==> src/rtl/clksw_pkg.sv <==
package clksw_pkg;

    localparam int CODE_W = 3;

    localparam logic [CODE_W-1:0] SRC_FRC      = 3'b000;
    localparam logic [CODE_W-1:0] SRC_FRC_PLL  = 3'b001;
    localparam logic [CODE_W-1:0] SRC_PRI      = 3'b010;
    localparam logic [CODE_W-1:0] SRC_PRI_PLL  = 3'b011;
    localparam logic [CODE_W-1:0] SRC_SEC      = 3'b100;
    localparam logic [CODE_W-1:0] SRC_LPRC     = 3'b101;
    localparam logic [CODE_W-1:0] SRC_RSVD     = 3'b110;
    localparam logic [CODE_W-1:0] SRC_FRC_DIV  = 3'b111;

    typedef enum logic [1:0] {
        ST_BOOT,
        ST_RUN,
        ST_WAIT_RDY,
        ST_WAIT_LOCK
    } clksw_state_e;

    function automatic logic is_pll_src(input logic [CODE_W-1:0] code);
        return (code == SRC_FRC_PLL) || (code == SRC_PRI_PLL);
    endfunction

    function automatic logic is_rsvd_src(input logic [CODE_W-1:0] code);
        return code == SRC_RSVD;
    endfunction

endpackage

==> src/rtl/clksw_cfg_decode.sv <==
module clksw_cfg_decode
    import clksw_pkg::*;
#(
    parameter int SRC_W  = 3,
    parameter int MODE_W = 2
) (
    input  logic              cfg_two_speed,
    input  logic [SRC_W-1:0]  cfg_init_src,
    input  logic [MODE_W-1:0] cfg_mode,
    output logic [SRC_W-1:0]  boot_src,
    output logic              boot_slow,
    output logic              sw_en,
    output logic              fsm_en
);

    always_comb begin
        boot_src  = is_rsvd_src(cfg_init_src) ? SRC_FRC : cfg_init_src;
        boot_slow = cfg_two_speed && (boot_src != SRC_FRC);
        sw_en     = !cfg_mode[MODE_W-1];
        fsm_en    = (cfg_mode == '0);
    end

endmodule

==> src/rtl/clksw_req_gate.sv <==
module clksw_req_gate
    import clksw_pkg::*;
#(
    parameter int SRC_W = 3,
    localparam int N_SRC = 1 << SRC_W
) (
    input  logic             req_valid,
    input  logic [SRC_W-1:0] req_src,
    input  logic             sw_en,
    input  logic             in_run,
    input  logic [SRC_W-1:0] tgt_src,
    input  logic [N_SRC-1:0] src_ready,
    input  logic             cfg_pll_wait,
    output logic             accept,
    output logic             tgt_ready,
    output logic             need_lock
);

    logic [N_SRC-1:0] hit;

    generate
        for (genvar i = 0; i < N_SRC; i++) begin : g_sel
            assign hit[i] = src_ready[i] && (tgt_src == SRC_W'(i));
        end
    endgenerate

    always_comb begin
        accept    = req_valid && sw_en && in_run && !is_rsvd_src(req_src);
        tgt_ready = |hit;
        need_lock = cfg_pll_wait && is_pll_src(tgt_src);
    end

endmodule

==> src/rtl/clksw_fail_latch.sv <==
module clksw_fail_latch (
    input  logic clk,
    input  logic rst_n,
    input  logic fail_evt,
    output logic fail_status
);

    always_ff @(posedge clk or negedge rst_n) begin
        if (!rst_n) begin
            fail_status <= 1'b0;
        end else if (fail_evt) begin
            fail_status <= 1'b1;
        end
    end

endmodule

==> src/rtl/clksw_fsm.sv <==
module clksw_fsm
    import clksw_pkg::*;
#(
    parameter int SRC_W = 3
) (
    input  logic             clk,
    input  logic             rst_n,
    input  logic [SRC_W-1:0] boot_src,
    input  logic             boot_slow,
    input  logic             accept,
    input  logic [SRC_W-1:0] req_src,
    input  logic             tgt_ready,
    input  logic             need_lock,
    input  logic             pll_locked,
    input  logic             fail_evt,
    output clksw_state_e     state_q,
    output logic [SRC_W-1:0] tgt_q,
    output logic [SRC_W-1:0] active_q,
    output logic             busy_q
);

    clksw_state_e     state_d;
    logic [SRC_W-1:0] tgt_d;
    logic [SRC_W-1:0] active_d;

    // next-state and next-value decision
    always_comb begin
        state_d  = state_q;
        tgt_d    = tgt_q;
        active_d = active_q;
        unique case (state_q)
            ST_BOOT: begin
                if (fail_evt) begin                 // T_FAILOVER
                    state_d  = ST_RUN;
                    active_d = SRC_FRC;
                end else if (boot_slow) begin       // T_BOOT_SLOW
                    state_d  = ST_WAIT_RDY;
                    tgt_d    = boot_src;
                    active_d = SRC_FRC;
                end else begin                      // T_BOOT_DIRECT
                    state_d  = ST_RUN;
                    active_d = boot_src;
                end
            end
            ST_RUN: begin
                if (fail_evt) begin                 // T_FAILOVER
                    active_d = SRC_FRC;
                end else if (accept) begin          // T_REQ_ACCEPT
                    state_d = ST_WAIT_RDY;
                    tgt_d   = req_src;
                end
            end
            ST_WAIT_RDY: begin
                if (fail_evt) begin                 // T_FAILOVER
                    state_d  = ST_RUN;
                    active_d = SRC_FRC;
                end else if (tgt_ready) begin
                    if (need_lock && !pll_locked) begin
                        state_d = ST_WAIT_LOCK;     // T_READY_HOLD
                    end else begin                  // T_READY_COMMIT
                        state_d  = ST_RUN;
                        active_d = tgt_q;
                    end
                end
            end
            ST_WAIT_LOCK: begin
                if (fail_evt) begin                 // T_FAILOVER
                    state_d  = ST_RUN;
                    active_d = SRC_FRC;
                end else if (pll_locked) begin      // T_LOCK_COMMIT
                    state_d  = ST_RUN;
                    active_d = tgt_q;
                end
            end
            default: begin
                state_d  = ST_RUN;
                active_d = SRC_FRC;
            end
        endcase
    end

    // state register
    always_ff @(posedge clk or negedge rst_n) begin
        if (!rst_n) begin
            state_q <= ST_BOOT;
        end else begin
            state_q <= state_d;
        end
    end

    // output registers
    always_ff @(posedge clk or negedge rst_n) begin
        if (!rst_n) begin
            tgt_q    <= SRC_FRC;
            active_q <= SRC_FRC;
            busy_q   <= 1'b0;
        end else begin
            tgt_q    <= tgt_d;
            active_q <= active_d;
            busy_q   <= (state_d == ST_WAIT_RDY) || (state_d == ST_WAIT_LOCK);
        end
    end

endmodule

==> src/rtl/clk_src_ctrl.sv <==
module clk_src_ctrl
    import clksw_pkg::*;
#(
    parameter int SRC_W  = 3,
    parameter int MODE_W = 2,
    localparam int N_SRC = 1 << SRC_W
) (
    input  logic              clk,
    input  logic              rst_n,
    input  logic              cfg_two_speed,
    input  logic [SRC_W-1:0]  cfg_init_src,
    input  logic [MODE_W-1:0] cfg_mode,
    input  logic              cfg_pll_wait,
    input  logic [N_SRC-1:0]  src_ready,
    input  logic              pll_locked,
    input  logic              clk_fail,
    input  logic              req_valid,
    input  logic [SRC_W-1:0]  req_src,
    output logic [SRC_W-1:0]  active_src,
    output logic              switch_busy,
    output logic              fail_status
);

    logic [SRC_W-1:0] boot_src;
    logic             boot_slow;
    logic             sw_en;
    logic             fsm_en;
    logic             accept;
    logic             tgt_ready;
    logic             need_lock;
    logic             fail_evt;
    logic [SRC_W-1:0] tgt_src;
    clksw_state_e     fsm_state;

    assign fail_evt = fsm_en && clk_fail;

    clksw_cfg_decode #(.SRC_W(SRC_W), .MODE_W(MODE_W)) u_cfg (
        .cfg_two_speed (cfg_two_speed),
        .cfg_init_src  (cfg_init_src),
        .cfg_mode      (cfg_mode),
        .boot_src      (boot_src),
        .boot_slow     (boot_slow),
        .sw_en         (sw_en),
        .fsm_en        (fsm_en)
    );

    clksw_req_gate #(.SRC_W(SRC_W)) u_gate (
        .req_valid    (req_valid),
        .req_src      (req_src),
        .sw_en        (sw_en),
        .in_run       (fsm_state == ST_RUN),
        .tgt_src      (tgt_src),
        .src_ready    (src_ready),
        .cfg_pll_wait (cfg_pll_wait),
        .accept       (accept),
        .tgt_ready    (tgt_ready),
        .need_lock    (need_lock)
    );

    clksw_fsm #(.SRC_W(SRC_W)) u_fsm (
        .clk        (clk),
        .rst_n      (rst_n),
        .boot_src   (boot_src),
        .boot_slow  (boot_slow),
        .accept     (accept),
        .req_src    (req_src),
        .tgt_ready  (tgt_ready),
        .need_lock  (need_lock),
        .pll_locked (pll_locked),
        .fail_evt   (fail_evt),
        .state_q    (fsm_state),
        .tgt_q      (tgt_src),
        .active_q   (active_src),
        .busy_q     (switch_busy)
    );

    clksw_fail_latch u_fail (
        .clk         (clk),
        .rst_n       (rst_n),
        .fail_evt    (fail_evt),
        .fail_status (fail_status)
    );

endmodule

==> config.mk <==
export PLATFORM = sky130hd
export DESIGN_NAME = clk_src_ctrl
export DESIGN_NICKNAME = d
export VERILOG_FILES = /design/src/rtl/clksw_pkg.sv /design/src/rtl/clksw_cfg_decode.sv /design/src/rtl/clksw_req_gate.sv /design/src/rtl/clksw_fail_latch.sv /design/src/rtl/clksw_fsm.sv /design/src/rtl/clk_src_ctrl.sv
export SDC_FILE = /design/constraint.sdc
export NUM_CORES = 1
export LEC_CHECK = 0
export BUFFER_PORTS_ARGS = -buffer_cell sky130_fd_sc_hd__buf_2
export CORE_UTILIZATION = 49
export DETAILED_ROUTE_END_ITERATION = 8
export PLACE_DENSITY = 0.81
export SLEW_MARGIN = 40
export SYNTH_ARGS = -nofsm -noshare
export SYNTH_HDL_FRONTEND = slang
export SYNTH_HIERARCHICAL = 1
export SYNTH_SLANG_ARGS = --single-unit
export TNS_END_PERCENT = 1
==> constraint.sdc <==
create_clock -name clk -period 4.9 [get_ports clk]
set_input_delay 0 -clock clk [delete_from_list [all_inputs] [get_ports clk]]
set_output_delay 0 -clock clk [all_outputs]
set_load 0.02 [all_outputs]
## Yosys cells after proc, flatten, opt, wreduce, memory -nomap -nowiden

Index checks and enable logic that the tools add are counted.

| word-level totals | value |
|---|---|
| output and inout port bits | 5 |
| bits in writable memories | 0 |
| ROM bits | 0 |
| input port bits | 23 |
| latch bits | 0 |
| register bits | 10 |
| memories | 0 |

| cells by class | value |
|---|---|
| shift-type cells | 0 |
| $add $sub $neg | 0 |
| muxes and demuxes | 25 |
| bitwise logic cells | 0 |
| $lt $le $gt $ge | 0 |
| eq/ne operators | 22 |
| div/mod/pow operators | 0 |
| reductions and logical operators | 28 |
| $mul | 0 |

Operators with widths:

| kind | count |
|---|---|
| 2-to-1 mux 3 bit | 13 |
| == test 3 bit, second input constant | 6 |
| 2-to-1 mux 2 bit | 9 |
| logical AND 1 bit | 15 |
| case mux 3 bit (4 select lines) | 1 |
| != test 2 bit, second input constant | 5 |
| != test 3 bit, second input constant | 3 |
| == test 2 bit, second input constant | 4 |
| case mux 2 bit (4 select lines) | 1 |
| OR reduction 8 bit | 1 |
| == test 3 x 2 -> 1 bit, second input constant | 2 |
| case mux 3 bit (2 select lines) | 1 |
| AND reduction 5 bit | 1 |
| logical NOT 2 bit | 2 |
| AND reduction 4 bit | 1 |
| == test 3 x 1 -> 1 bit, second input constant | 1 |
| logical NOT 1 bit | 3 |
| logical NOT 3 bit | 1 |
| nonzero test 3 bit | 1 |
| == test 2 x 1 -> 1 bit, second input constant | 1 |
| logical OR 1 bit | 2 |
| nonzero test 2 bit | 1 |

## Logic depth before layout (Yosys ltp)

Gate-level depths: netlist of the first run.

| depth | value |
|---|---|
| word-level depth | 10 |
| depth in mapped cells | 6 |

## Modules after synthesis

The synthesis of the first run kept the hierarchy.

Modules (own cells, without submodules):

| module | cells an instance | area each (um2) | times used |
|---|---|---|---|
| clksw_fsm | 39 | 490.5 | 1 |
| clksw_req_gate | 7 | 88.8 | 1 |
| clksw_cfg_decode | 8 | 46.3 | 1 |
| clksw_fail_latch | 2 | 31.3 | 1 |
| clk_src_ctrl | 2 | 20.0 | 1 |

## Least setup slack after synthesis of the first run

No wires, ideal clock.

| path | value |
|---|---|
| path kind | reg-to-reg |
| from | register u_fsm.tgt_q[0] |
| to | register u_fsm.active_q[0] |
| setup slack | 2740 ps |
| required time | 4772 ps |
| data arrival time | 2032 ps |
| cell stages (with the launch flop) | 6 |
| cell sequence | dfrtp_1 mux4_1 mux2_2 o211a_1 nor4_4 mux2_1 |

RTL lines:

| what | RTL line | text |
|---|---|---|
| from (decl) | clksw_fsm.sv:17 | `output logic [SRC_W-1:0] tgt_q,` |
| from (signal assigned) | clksw_fsm.sv:98 | `tgt_q <= tgt_d;` |
| == test 3 x 1 -> 1 bit (tied with other cells) | clksw_req_gate.sv:23 | `assign hit[i] = src_ready[i] && (tgt_src == SRC_W'(i));` |
| logical AND 1 bit | clksw_req_gate.sv:23 |  |
| OR reduction 8 bit * | clksw_req_gate.sv:29 | `tgt_ready = \|hit;` |
| net tgt_ready | clk_src_ctrl.sv:29 | `logic tgt_ready;` |
| != test 3 bit (no source line) * | -- |  |
| AND reduction 4 bit (no source line) * | -- |  |
| to (signal assigned) | clksw_fsm.sv:99 | `active_q <= active_d;` |
| to (decl) | clksw_fsm.sv:18 | `output logic [SRC_W-1:0] active_q,` |

The timed path passes the listed nets; every way through them passes the cells marked *. The select of a mux whose other input is x is not followed.
A chain may end at the register's enable or synchronous reset.

## Worst setup path after layout of the first run

| path | value |
|---|---|
| from | register u_fsm.tgt_q[0] |
| to | register u_fsm.active_q[2] |

Same word-level chain as after synthesis.

==> results of run 1 <==
==> synth_stat cells <==
| library cell | count | area, µm² |
|---|---|---|
| and2_1 | 1 | 6.26 |
| nand2_1 | 1 | 3.75 |
| inv_1 | 4 | 15.0 |
| nor4_1 | 1 | 6.26 |
| mux2_1 | 6 | 67.6 |
| nor2b_1 | 2 | 12.5 |
| o21ai_0 | 1 | 5.00 |
| a22o_1 | 3 | 26.3 |
| nor3b_2 | 1 | 12.5 |
| a21boi_1 | 1 | 7.51 |
| a31oi_1 | 1 | 6.26 |
| nor3_2 | 1 | 10.0 |
| nor2_1 | 4 | 15.0 |
| xnor2_1 | 1 | 8.76 |
| nor4_4 | 1 | 21.3 |
| or2_1 | 1 | 6.26 |
| a21oi_1 | 1 | 5.00 |
| dfrtp_1 | 10 | 250 |
| buf_6 | 1 | 11.3 |
| nor2b_4 | 1 | 13.8 |
| mux2_2 | 4 | 45.0 |
| and3b_2 | 1 | 10.0 |
| nand3_1 | 1 | 5.00 |
| clkbuf_1 | 1 | 3.75 |
| a21boi_0 | 2 | 15.0 |
| o211a_1 | 1 | 10.0 |
| mux4_1 | 2 | 52.6 |
| mux2i_1 | 1 | 10.0 |
| o21a_1 | 2 | 15.0 |
==> worst max path at each step <==
stage / start / end / slack, ps / cells after the start
2_1_floorplan: u_fsm/tgt_q[0] / u_fsm/active_q[0] / 2740 / 5
4_1_cts: u_fsm/tgt_q[0] / u_fsm/active_q[0] / 2630 / 5
3_3_place_gp: u_fsm/tgt_q[0] / u_fsm/active_q[2] / 2680 / 5
5_1_grt: u_fsm/tgt_q[0] / u_fsm/active_q[0] / 2560 / 5
6_report: u_fsm/tgt_q[0] / u_fsm/active_q[2] / 2640 / 5
3_5_place_dp: u_fsm/tgt_q[0] / u_fsm/active_q[0] / 2640 / 5
==> timing repair <==
| action | CTS | global route |
|---|---|---|
| endpoints found under the setup margin | 0 | 0 |
| hold endpoints to repair | 10 | 0 |
| hold buffers | 1 | 0 |
==> routing by layer <==
metal,vias to the layer above,global-route usage (%)
met2,22,40.8
met1,258,22.0
met5,-,0
met4,0,7.76
li1,271,-
met3,2,9.83
==> power by group through the flow <==
| stage | registers [mW] | logic (mW) | clock network [mW] |
|---|---|---|---|
| 2_1_floorplan | 0.164 | 0.160 | 0 |
| 6_report | 0.157 | 0.210 | 0.0523 |
| 5_1_grt | 0.163 | 0.229 | 0.0607 |
| 4_1_cts | 0.158 | 0.212 | 0.0554 |
| 3_5_place_dp | 0.159 | 0.209 | 0 |
| 3_3_place_gp | 0.156 | 0.204 | 0 |
==> area by class of cell <==
type	count	share of cell area (%)
timing repair buffer	28	17.1
sequential	10	29.5
clock buffer	3	2.65
tap	15	2.21
inverter	4	1.77
multi-input combinational	42	46.8
==> sequential cells by signal, indices dropped and copies added, names as in the netlist <==
register and cells:
u_fsm/tgt_q 3, u_fsm/active_q 3, u_fsm/busy_q 1, u_fail/fail_status 1
u_fsm/state_q 2
==> cell families (layout without fill, tap and decap cells) <==
family,count (synthesis),after routing,share of synthesized area [%]
mux,13,13,25.9
xor+xnor,1,1,1.29
compound gates,12,12,13.3
simple gates,16,16,18.1
buf+inv,6,35,4.43
flops,10,10,37.0
==> worst reg2reg max path: cells and delay by family (launching register included) <==
kind,cells,cell delay [ps]
AO/OA/AOI/OAI,1,240
flip-flops,1,420
multiplexers,3,1200
AND/OR/NAND/NOR,1,280
==> per-stage QoR <==
step                util, %  setup WS, ps  hold slack (ps)  area (µm²)  cells
detailed placement     63.5          2640             -126         816     98
floorplan                 -          2740             -296         677     58
global route           66.0          2560             90.9         848    102
global placement       63.5          2680             -132         816     98
CTS                    66.0          2630             68.0         848    102
finish                 66.0          2640             78.1         848    102
==> key figures, run 1 <==
Run status
  – Status: completed

Layout
  – # diodes: 0
  – Commonest non-fill, non-tap cell in the layout: buf_2
  – Area of the multi-input gates: 397 µm²
  – Register Area: 250 µm²
  – Final-stage net count: 112
  – Most frequent cells in the layout: buf_2 (27), dfrtp_1 (10), mux2_1 (6)
  – Share of layout cells above drive strength 1: 44.8%
  – Layout area overhead: 25.3%
  – Fillers: 103

Route
  – WL met1: 545 µm
  – Wire per inst: 13.1 µm
  – Vias: 553
  – Pre-antenna DRT Iters: 4
  – Wire length on met3: 89 µm
  – Remaining routing DRC violations: 0
  – Initial DRC count: 3
  – Via-per-instance ratio: 5.42
  – Total routed wirelength: 1330 µm
  – Top sig layer: met4
  – Met2 WL: 683 µm
  – Routed Antenna Nets: 0

Setup path
  – Crit path kind: reg -> reg
  – Worst Path Buf+Inv: 0
  – Startpoint class of the critical path: register
  – CP Max Fanout: 5
  – Critical path's slowest cell: mux4_1
  – CP Capture Type: register
  – Reg2Reg Depth: 5
  – Worst reg2reg endpoint: u_fsm/active_q[2]
  – CP delay by family, top: multiplexers
  – Data arrival, critical path: 2400 ps
  – Cell-by-cell trace of the critical path: mux4_1 > mux2_2 > o211a_1 > nor4_4 > mux2_1
  – Flop2flop setup slack: 2640 ps
  – CP required: 5040 ps
  – FF-to-FF Start: u_fsm/tgt_q[0]
  – Critical Path Max Stage Delay: 560 ps

Pwr
  – LEAKAGE: 0.431 nW
  – Sequential power share: 37.4%
  – Int Power: 262 µW
  – Pwr/cell area: 495 nW/µm²
  – Total power: 420 µW
  – Maximum VDD drop: 0.307 mV
  – Psw: 157 µW
  – Combinational share of power: 50.1%
  – Switching fraction of total power: 37.5%
  – Clock power share: 12.5%

STA
  – Final Hold Vio Count: 0
  – Tcrit/Tclk final: 46.1%
  – Total negative slack: 0 ps
  – Worst Skew: 1.04 ps
  – Max-slew violations: 0
  – Rel. slew slack: 64.6%
  – Min cycle time layout: 2260 ps
  – Peak Freq: 442 MHz
  – Worst-Margin Slew: 526 ps
  – RSZ-0062 raised after global routing: false
  – Final setup violation count: 0

Clocking
  – Post-CTS Resized: 0
  – TritonCTS Sinks: 10
  – # H-tree levels: 1
  – CTS max path bufs: 2
  – CTS root buf: clkbuf_4
  – Cts bufs inserted: 3
  – CTS tree: built
  – Skew-Pair Late Insertion Delay: 250 ps
  – Post-CTS Setup Bufs: 0
  – Reg clk slew, reported paths: 60 ps

Hold path
  – WHS Endpoint: u_fsm/busy_q
  – Path type of the worst min-delay path: in -> reg
  – Critical hold path startpoint: pll_locked
  – Hold Path Stages: 3

Floorplan
  – # rows: 13
  – Core box area: 1280 µm²
  – Die Span X: 39.2 µm
  – Chip height: 39.2 µm
  – Die footprint: 1530 µm²
  – Initial core utilization: 52.7%
  – Ports: 28

Global routing
  – All-Layer GR Usage: 22.4%
  – Vias in the first global route: 547
  – GRT overflow: 0
  – First-pass GRT wire length: 2160 µm
  – Largest net degree at the start of global routing: 11
  – Initial antenna violation count: 0

Synthesis
  – Cells after Synth: 58
  – Mean Syn Cell Area: 11.7 µm²
  – Ys Warns: 6
  – Seq cells post-synth: 10
  – Distinct cells, synth: 29
  – Synth Net Count: 81
  – Post-Syn Area: 677 µm²
  – Seq/Total Area, Yosys: 37.0%

Place
  – HPWL Detailed: 1080 µm
  – Port bufs: 27
  – Gpl congestion: 0.797

Flow run
  – Number of max-cap violations: 0
Note: power is estimated with default switching activity, not from simulation.
==> inputs of run 2 (changes only) <==
--- a/config.mk
+++ b/config.mk
@@ -6,9 +6,9 @@
 export NUM_CORES = 1
 export LEC_CHECK = 0
 export BUFFER_PORTS_ARGS = -buffer_cell sky130_fd_sc_hd__buf_2
-export CORE_UTILIZATION = 49
+export CORE_UTILIZATION = 41
 export DETAILED_ROUTE_END_ITERATION = 8
-export PLACE_DENSITY = 0.81
+export PLACE_DENSITY = 0.73
 export SLEW_MARGIN = 40
 export SYNTH_ARGS = -nofsm -noshare
 export SYNTH_HDL_FRONTEND = slang
==> constraint.sdc (replaced) <==
create_clock -name clk -period 2 [get_ports clk]
set_input_delay 0 -clock clk [delete_from_list [all_inputs] [get_ports clk]]
set_output_delay 0 -clock clk [all_outputs]
set_load 0.02 [all_outputs]
==> run 2 against run 1 <==
  * The run now ends with negative setup slack left
  * Combinational power grew to 3.0 times the previous value
  * Non-clock buffer count rose by 4
  * Utilization shrank 7.2 points
  * Sequential share of layout area is 1.6 points lower
  * Sequential cell count stayed put
  * Setup slack worse by 2800 ps
  * Via count rose by 2.7%
  * Register-to-register slack got worse by 2800 ps
  * Maximum frequency up 2.9%
  * Sequential power grew 130%
  * Wire length up 8.3%
==> key figures, run 2 (synthesized netlist as in run 1, its figures left out) <==
Run status
  – Status: complete, but fails checks (was completed)
  – Violated checks: negative setup slack

Layout
  – Regs by FF count: u_fsm/active_q: 3 flops, u_fsm/tgt_q: 3 flops, u_fsm/state_q: 2 flops (unchanged)
  – Share of layout cells above drive strength 1: 50.0% (was 44.8%)
  – Final-stage net count: 116 (was 112)
  – Post-Layout Cell Count: 108 (was 102)
  – Most frequent cells in the layout: buf_2 (27), dfrtp_1 (10), mux2_1 (6) (unchanged)
  – Fin util: 58.8% (was 66.0%)
  – Layout area overhead: 32.3% (was 25.3%)
  – Fillers: 129 (was 103)
  – # diodes: 0 (unchanged)
  – Commonest non-fill, non-tap cell in the layout: buf_2 (unchanged)

Floorplan
  – Die Span X: 42.6 µm (was 39.2 µm)
  – Initial core utilization: 44.4% (was 52.7%)
  – Ports: 28 (unchanged)
  – Core box area: 1520 µm² (was 1280 µm²)
  – # rows: 14 (was 13)
  – Chip height: 42.6 µm (was 39.2 µm)
  – Die footprint: 1820 µm² (was 1530 µm²)

Global routing
  – Vias in the first global route: 581 (was 547)
  – First-pass GRT wire length: 2420 µm (was 2160 µm)
  – All-Layer GR Usage: 18.5% (was 22.4%)
  – Largest net degree at the start of global routing: 11 (unchanged)
  – GRT overflow: 0 (unchanged)
  – Initial antenna violation count: 0 (unchanged)

Clocking
  – CTS tree: built (unchanged)
  – CTS root buf: clkbuf_4 (unchanged)
  – Reg clk slew, reported paths: 70 ps (was 60 ps)
  – Post-CTS Resized: 0 (unchanged)
  – # H-tree levels: 1 (unchanged)
  – Skew-Pair Late Insertion Delay: 260 ps (was 250 ps)
  – TritonCTS Sinks: 10 (unchanged)
  – Cts bufs inserted: 3 (unchanged)
  – CTS max path bufs: 2 (unchanged)

Setup path
  – CP Max Fanout: 3 (was 5)
  – Critical path's slowest cell: mux4_2 (was mux4_1)
  – Worst Path Buf+Inv: 0 (unchanged)
  – CP delay by family, top: multiplexers (unchanged)
  – CP Capture Type: register (unchanged)
  – Startpoint class of the critical path: register (unchanged)
  – CP required: 2150 ps (was 5040 ps)
  – Critical Path Max Stage Delay: 510 ps (was 560 ps)
  – Cell-by-cell trace of the critical path: mux4_2 > mux2_4 > nor3b_4 > nor4_4 > mux2_1 (was mux4_1 > mux2_2 > o211a_1 > nor4_4 > mux2_1)
  – Crit path kind: reg -> reg (unchanged)
  – Data arrival, critical path: 2340 ps (was 2400 ps)

Place
  – Placed Cells: 102 (was 98)
  – Port bufs: 27 (unchanged)
  – HPWL Detailed: 1200 µm (was 1080 µm)
  – Gpl congestion: 0.772 (was 0.797)

STA
  – Final setup violation count: 3 (was 0)
  – Max-slew violations: 0 (unchanged)
  – Rel. slew slack: 62.6% (was 64.6%)
  – Final Hold Vio Count: 0 (unchanged)
  – Worst-Margin Slew: 556 ps (was 526 ps)
  – RSZ-0062 raised after global routing: true (was false)
  – Slack of the critical path: -196 ps (was 2640 ps)
  – Min cycle time layout: 2200 ps (was 2260 ps)
  – Worst Skew: 2.36 ps (was 1.04 ps)
  – Tcrit/Tclk final: 110% (was 46.1%)
  – Peak Freq: 455 MHz (was 442 MHz)

Route
  – Vias: 568 (was 553)
  – Total routed wirelength: 1440 µm (was 1330 µm)
  – Pre-antenna DRT Iters: 4 (unchanged)
  – Wire per inst: 13.4 µm (was 13.1 µm)
  – Via-per-instance ratio: 5.26 (was 5.42)
  – Initial DRC count: 12 (was 3)
  – Remaining routing DRC violations: 0 (unchanged)
  – Routed Antenna Nets: 0 (unchanged)

Flow run
  – Number of max-cap violations: 0 (unchanged)

Pwr
  – Maximum VDD drop: 0.739 mV (was 0.307 mV)
  – Pwr/cell area: 1320 nW/µm² (was 495 nW/µm²)
  – LEAKAGE: 0.455 nW (was 0.431 nW)

Hold path
  – Path type of the worst min-delay path: in -> reg (unchanged)
[run 2: cell count changes in the layout (fill, tap and decap cells not counted), sizes merged]
cell | previous run | this run
buf | 27 | 31
clkbuf | 3 | 4
[run 2: worst min-delay path, cell delays in order]
cell,delay [ps]
buf_2,90
nor2_1,50
o21a_1,160
[run 2: final timing paths]
kind / slack, ps / cells past startpoint / startpoint / end
worst max-delay path: -200 / 5 / u_fsm/tgt_q[0] / u_fsm/active_q[0]
worst min-delay path: 70 / 3 / pll_locked / u_fsm/busy_q
worst max register to register: -200 / 5 / u_fsm/tgt_q[0] / u_fsm/active_q[0]
worst min register to register: 460 / 1 / u_fail/fail_status / u_fail/fail_status
max in group asynchronous: 1690 / 2 / rst_n / u_fsm/tgt_q[1]
min in group asynchronous: 110 / 2 / rst_n / u_fsm/state_q[0]
[run 2: layout make-up]
class	count	area [µm²]	share of cell area (%)
sequential	10	250	27.9
timing repair buffer	32	175	19.6
multi-input combinational	42	399	44.6
inverter	4	15.0	1.68
clock buffer	4	36.3	4.05
tap	16	20.0	2.23
[run 2: per-layer routing]
metal / global-route usage [%] / up-vias / part of all wire [%]
met1: 19.5 / 267 / 42
met3: 7.76 / 2 / 5.6
met4: 8.13 / 0 / 0.76
met5: 0 / - / 0
met2: 31.5 / 20 / 51
li1: - / 279 / -
[run 2: power breakdown]
group / internal, mW / switching [mW]
clock network: 0.111 / 0.0701
registers: 0.287 / 0.0809
logic: 0.359 / 0.278
[run 2: what timing repair did]
item                                   in CTS  in global routing
hold buffers                                1                  0
setup buffers                               0                  1
endpoints found under the hold margin      10                  0
setup endpoints to repair                   3                  3
[run 2: metrics by stage]
| step | setup slack, ps | setup TNS, ps | total power [mW] | area [µm²] | hold slack (ps) |
|---|---|---|---|---|---|
| after floorplan | -106 | -317 | 0.830 | 679 | -296 |
| after global placement | -121 | -359 | 0.969 | 842 | -127 |
| after detailed placement | -189 | -538 | 0.989 | 842 | -124 |
| after CTS | -194 | -562 | 1.18 | 888 | 56.1 |
| after global routing | -259 | -750 | 1.27 | 896 | 63.3 |
| final | -196 | -560 | 1.18 | 896 | 69.2 |
==> inputs of run 3 (changes only) <==
--- a/config.mk
+++ b/config.mk
@@ -9,6 +9,7 @@
 export CORE_UTILIZATION = 41
 export DETAILED_ROUTE_END_ITERATION = 8
 export PLACE_DENSITY = 0.73
+export SETUP_SLACK_MARGIN = 0.3
 export SLEW_MARGIN = 40
 export SYNTH_ARGS = -nofsm -noshare
 export SYNTH_HDL_FRONTEND = slang
==> run 3 against run 2 <==
  * The flow still finishes with violations (negative setup slack)
  * Cell count is the same
  * Setup slack lost 4.7 ps
  * Combinational power is essentially flat
  * Highest routed layer unchanged
  * Largest power group unchanged
  * Sequential share of layout area is the same
  * Die area is the same
  * Clock skew is essentially flat
  * Count of clock-buffer cells in the layout is the same
  * Register-to-register slack is essentially flat
==> key figures, run 3 (synthesized netlist as in run 1, its figures left out) <==
Run status
  – Status: complete, but fails checks (unchanged)
  – Violated checks: negative setup slack (unchanged)

Route
  – Wire length on met3: 82 µm (was 81 µm)
  – Vias: 567 (was 568)
  – Total routed wirelength: 1460 µm (was 1440 µm)
  – Met2 WL: 749 µm (was 739 µm)
  – Wire per inst: 13.5 µm (was 13.4 µm)
  – Routed Antenna Nets: 0 (unchanged)
  – WL met1: 619 µm (was 611 µm)
  – Remaining routing DRC violations: 0 (unchanged)
  – Pre-antenna DRT Iters: 2 (was 4)
  – Top sig layer: met4 (unchanged)
  – Initial DRC count: 11 (was 12)
  – Via-per-instance ratio: 5.25 (was 5.26)

Setup path
  – CP Max Fanout: 3 (unchanged)
  – Crit path kind: reg -> reg (unchanged)
  – CP Capture Type: register (unchanged)
  – Data arrival, critical path: 2350 ps (was 2340 ps)
  – CP required: 2150 ps (about the same)
  – Critical Path Max Stage Delay: 510 ps (about the same)
  – Critical path's slowest cell: mux4_2 (unchanged)
  – Worst Path Buf+Inv: 0 (unchanged)
  – Cell-by-cell trace of the critical path: mux4_2 > mux2_4 > nor3b_4 > nor4_4 > mux2_1 (unchanged)
  – CP delay by family, top: multiplexers (unchanged)
  – Startpoint class of the critical path: register (unchanged)

Global routing
  – All-Layer GR Usage: 18.5% (unchanged)
  – GRT overflow: 0 (unchanged)
  – First-pass GRT wire length: 2420 µm (unchanged)
  – Initial antenna violation count: 0 (unchanged)
  – Vias in the first global route: 581 (unchanged)
  – Largest net degree at the start of global routing: 11 (unchanged)

STA
  – Worst Skew: 2.72 ps (was 2.36 ps)
  – Max-slew violations: 0 (unchanged)
  – Slack of the critical path: -201 ps (was -196 ps)
  – RSZ-0062 raised after global routing: true (unchanged)
  – Rel. slew slack: 63.0% (was 62.6%)
  – Worst-Margin Slew: 550 ps (was 556 ps)
  – Final setup violation count: 3 (unchanged)
  – Min cycle time layout: 2200 ps (about the same)
  – Final Hold Vio Count: 0 (unchanged)
  – Tcrit/Tclk final: 110% (about the same)
  – Peak Freq: 454 MHz (was 455 MHz)

Layout
  – Post-route design area: 896 µm² (unchanged)
  – Final-stage net count: 116 (unchanged)
  – Commonest non-fill, non-tap cell in the layout: buf_2 (unchanged)
  – Regs by FF count: u_fsm/active_q: 3 flops, u_fsm/tgt_q: 3 flops, u_fsm/state_q: 2 flops (unchanged)
  – Layout area overhead: 32.3% (unchanged)
  – Share of layout cells above drive strength 1: 50.0% (unchanged)
  – Most frequent cells in the layout: buf_2 (27), dfrtp_1 (10), mux2_1 (6) (unchanged)
  – Post-Layout Cell Count: 108 (unchanged)
  – # diodes: 0 (unchanged)

Floorplan
  – Die footprint: 1820 µm² (unchanged)
  – Ports: 28 (unchanged)
  – Die Span X: 42.6 µm (unchanged)
  – Initial core utilization: 44.4% (unchanged)
  – # rows: 14 (unchanged)
  – Chip height: 42.6 µm (unchanged)
  – Core box area: 1520 µm² (unchanged)

Clocking
  – Post-CTS Resized: 0 (unchanged)
  – TritonCTS Sinks: 10 (unchanged)
  – Skew-Pair Late Insertion Delay: 260 ps (about the same)
  – Reg clk slew, reported paths: 70 ps (about the same)
  – Cts bufs inserted: 3 (unchanged)
  – CTS root buf: clkbuf_4 (unchanged)
  – CTS max path bufs: 2 (unchanged)
  – CTS tree: built (unchanged)
  – # H-tree levels: 1 (unchanged)

Place
  – Post-place setup slack: -189 ps (unchanged)
  – Gpl congestion: 0.772 (unchanged)
  – Placed Cells: 102 (unchanged)
  – HPWL Detailed: 1200 µm (unchanged)
  – Port bufs: 27 (unchanged)
  – Placed cell area: 842 µm² (unchanged)

Hold path
  – Path type of the worst min-delay path: in -> reg (unchanged)

Flow run
  – Number of max-cap violations: 0 (unchanged)

Pwr
  – Pwr/cell area: 1330 nW/µm² (was 1320 nW/µm²)
  – LEAKAGE: 0.452 nW (was 0.455 nW)
  – Maximum VDD drop: 0.739 mV (about the same)
## run 3: where the power goes
| part | total (mW) | leakage, nW | internal [mW] | switching (mW) |
|---|---|---|---|---|
| Combinational | 0.639 | 0.310 | 0.360 | 0.280 |
| Clock | 0.181 | 0.0210 | 0.111 | 0.0702 |
| Sequential | 0.368 | 0.120 | 0.287 | 0.0812 |
## run 3: layout make-up
| type | instances | area (µm²) |
|---|---|---|
| fill | 129 | 628 |
| clock buffer | 4 | 36.3 |
| timing repair buffer | 32 | 175 |
| inverter | 4 | 15.0 |
| tap | 16 | 20.0 |
| multi-input combinational | 42 | 399 |
| sequential | 10 | 250 |
## run 3: stage by stage
| stage | utilization (%) | TNS, ps | power (mW) | hold slack (ps) |
|---|---|---|---|---|
| floorplan | - | -317 | 0.830 | -296 |
| global placement | 55.3 | -359 | 0.969 | -127 |
| detailed placement | 55.3 | -538 | 0.989 | -124 |
| CTS | 58.3 | -562 | 1.18 | 56.1 |
| global route | 58.8 | -750 | 1.27 | 63.3 |
| finish | 58.8 | -580 | 1.19 | 68.1 |
## run 3: metal layers
| layer | GRT usage [%] | vias to the layer above |
|---|---|---|
| li1 | - | 279 |
| met4 | 8.13 | 0 |
| met1 | 19.5 | 266 |
| met5 | 0 | - |
| met3 | 7.76 | 2 |
| met2 | 31.5 | 20 |
## run 3: worst paths after layout
kind / from / endpoint / slack [ps] / cells after the start
min in group asynchronous: rst_n / u_fsm/state_q[0] / 110 / 2
max: u_fsm/tgt_q[0] / u_fsm/active_q[0] / -200 / 5
min reg2reg: u_fail/fail_status / u_fail/fail_status / 460 / 1
max reg2reg: u_fsm/tgt_q[0] / u_fsm/active_q[0] / -200 / 5
max in group asynchronous: rst_n / u_fsm/tgt_q[1] / 1700 / 2
min: pll_locked / u_fsm/busy_q / 70 / 3
## run 3: tightest hold or removal path: stages
cell and delay [ps]:
buf_2 90, nor2_1 50, o21a_1 160
## run 3: what timing repair did
item | in CTS | in global routing
pin swaps | 0 | 1
hold buffers | 1 | 0
hold endpoints to repair | 10 | 0
setup endpoints to repair | 9 | 9
setup buffers | 0 | 1
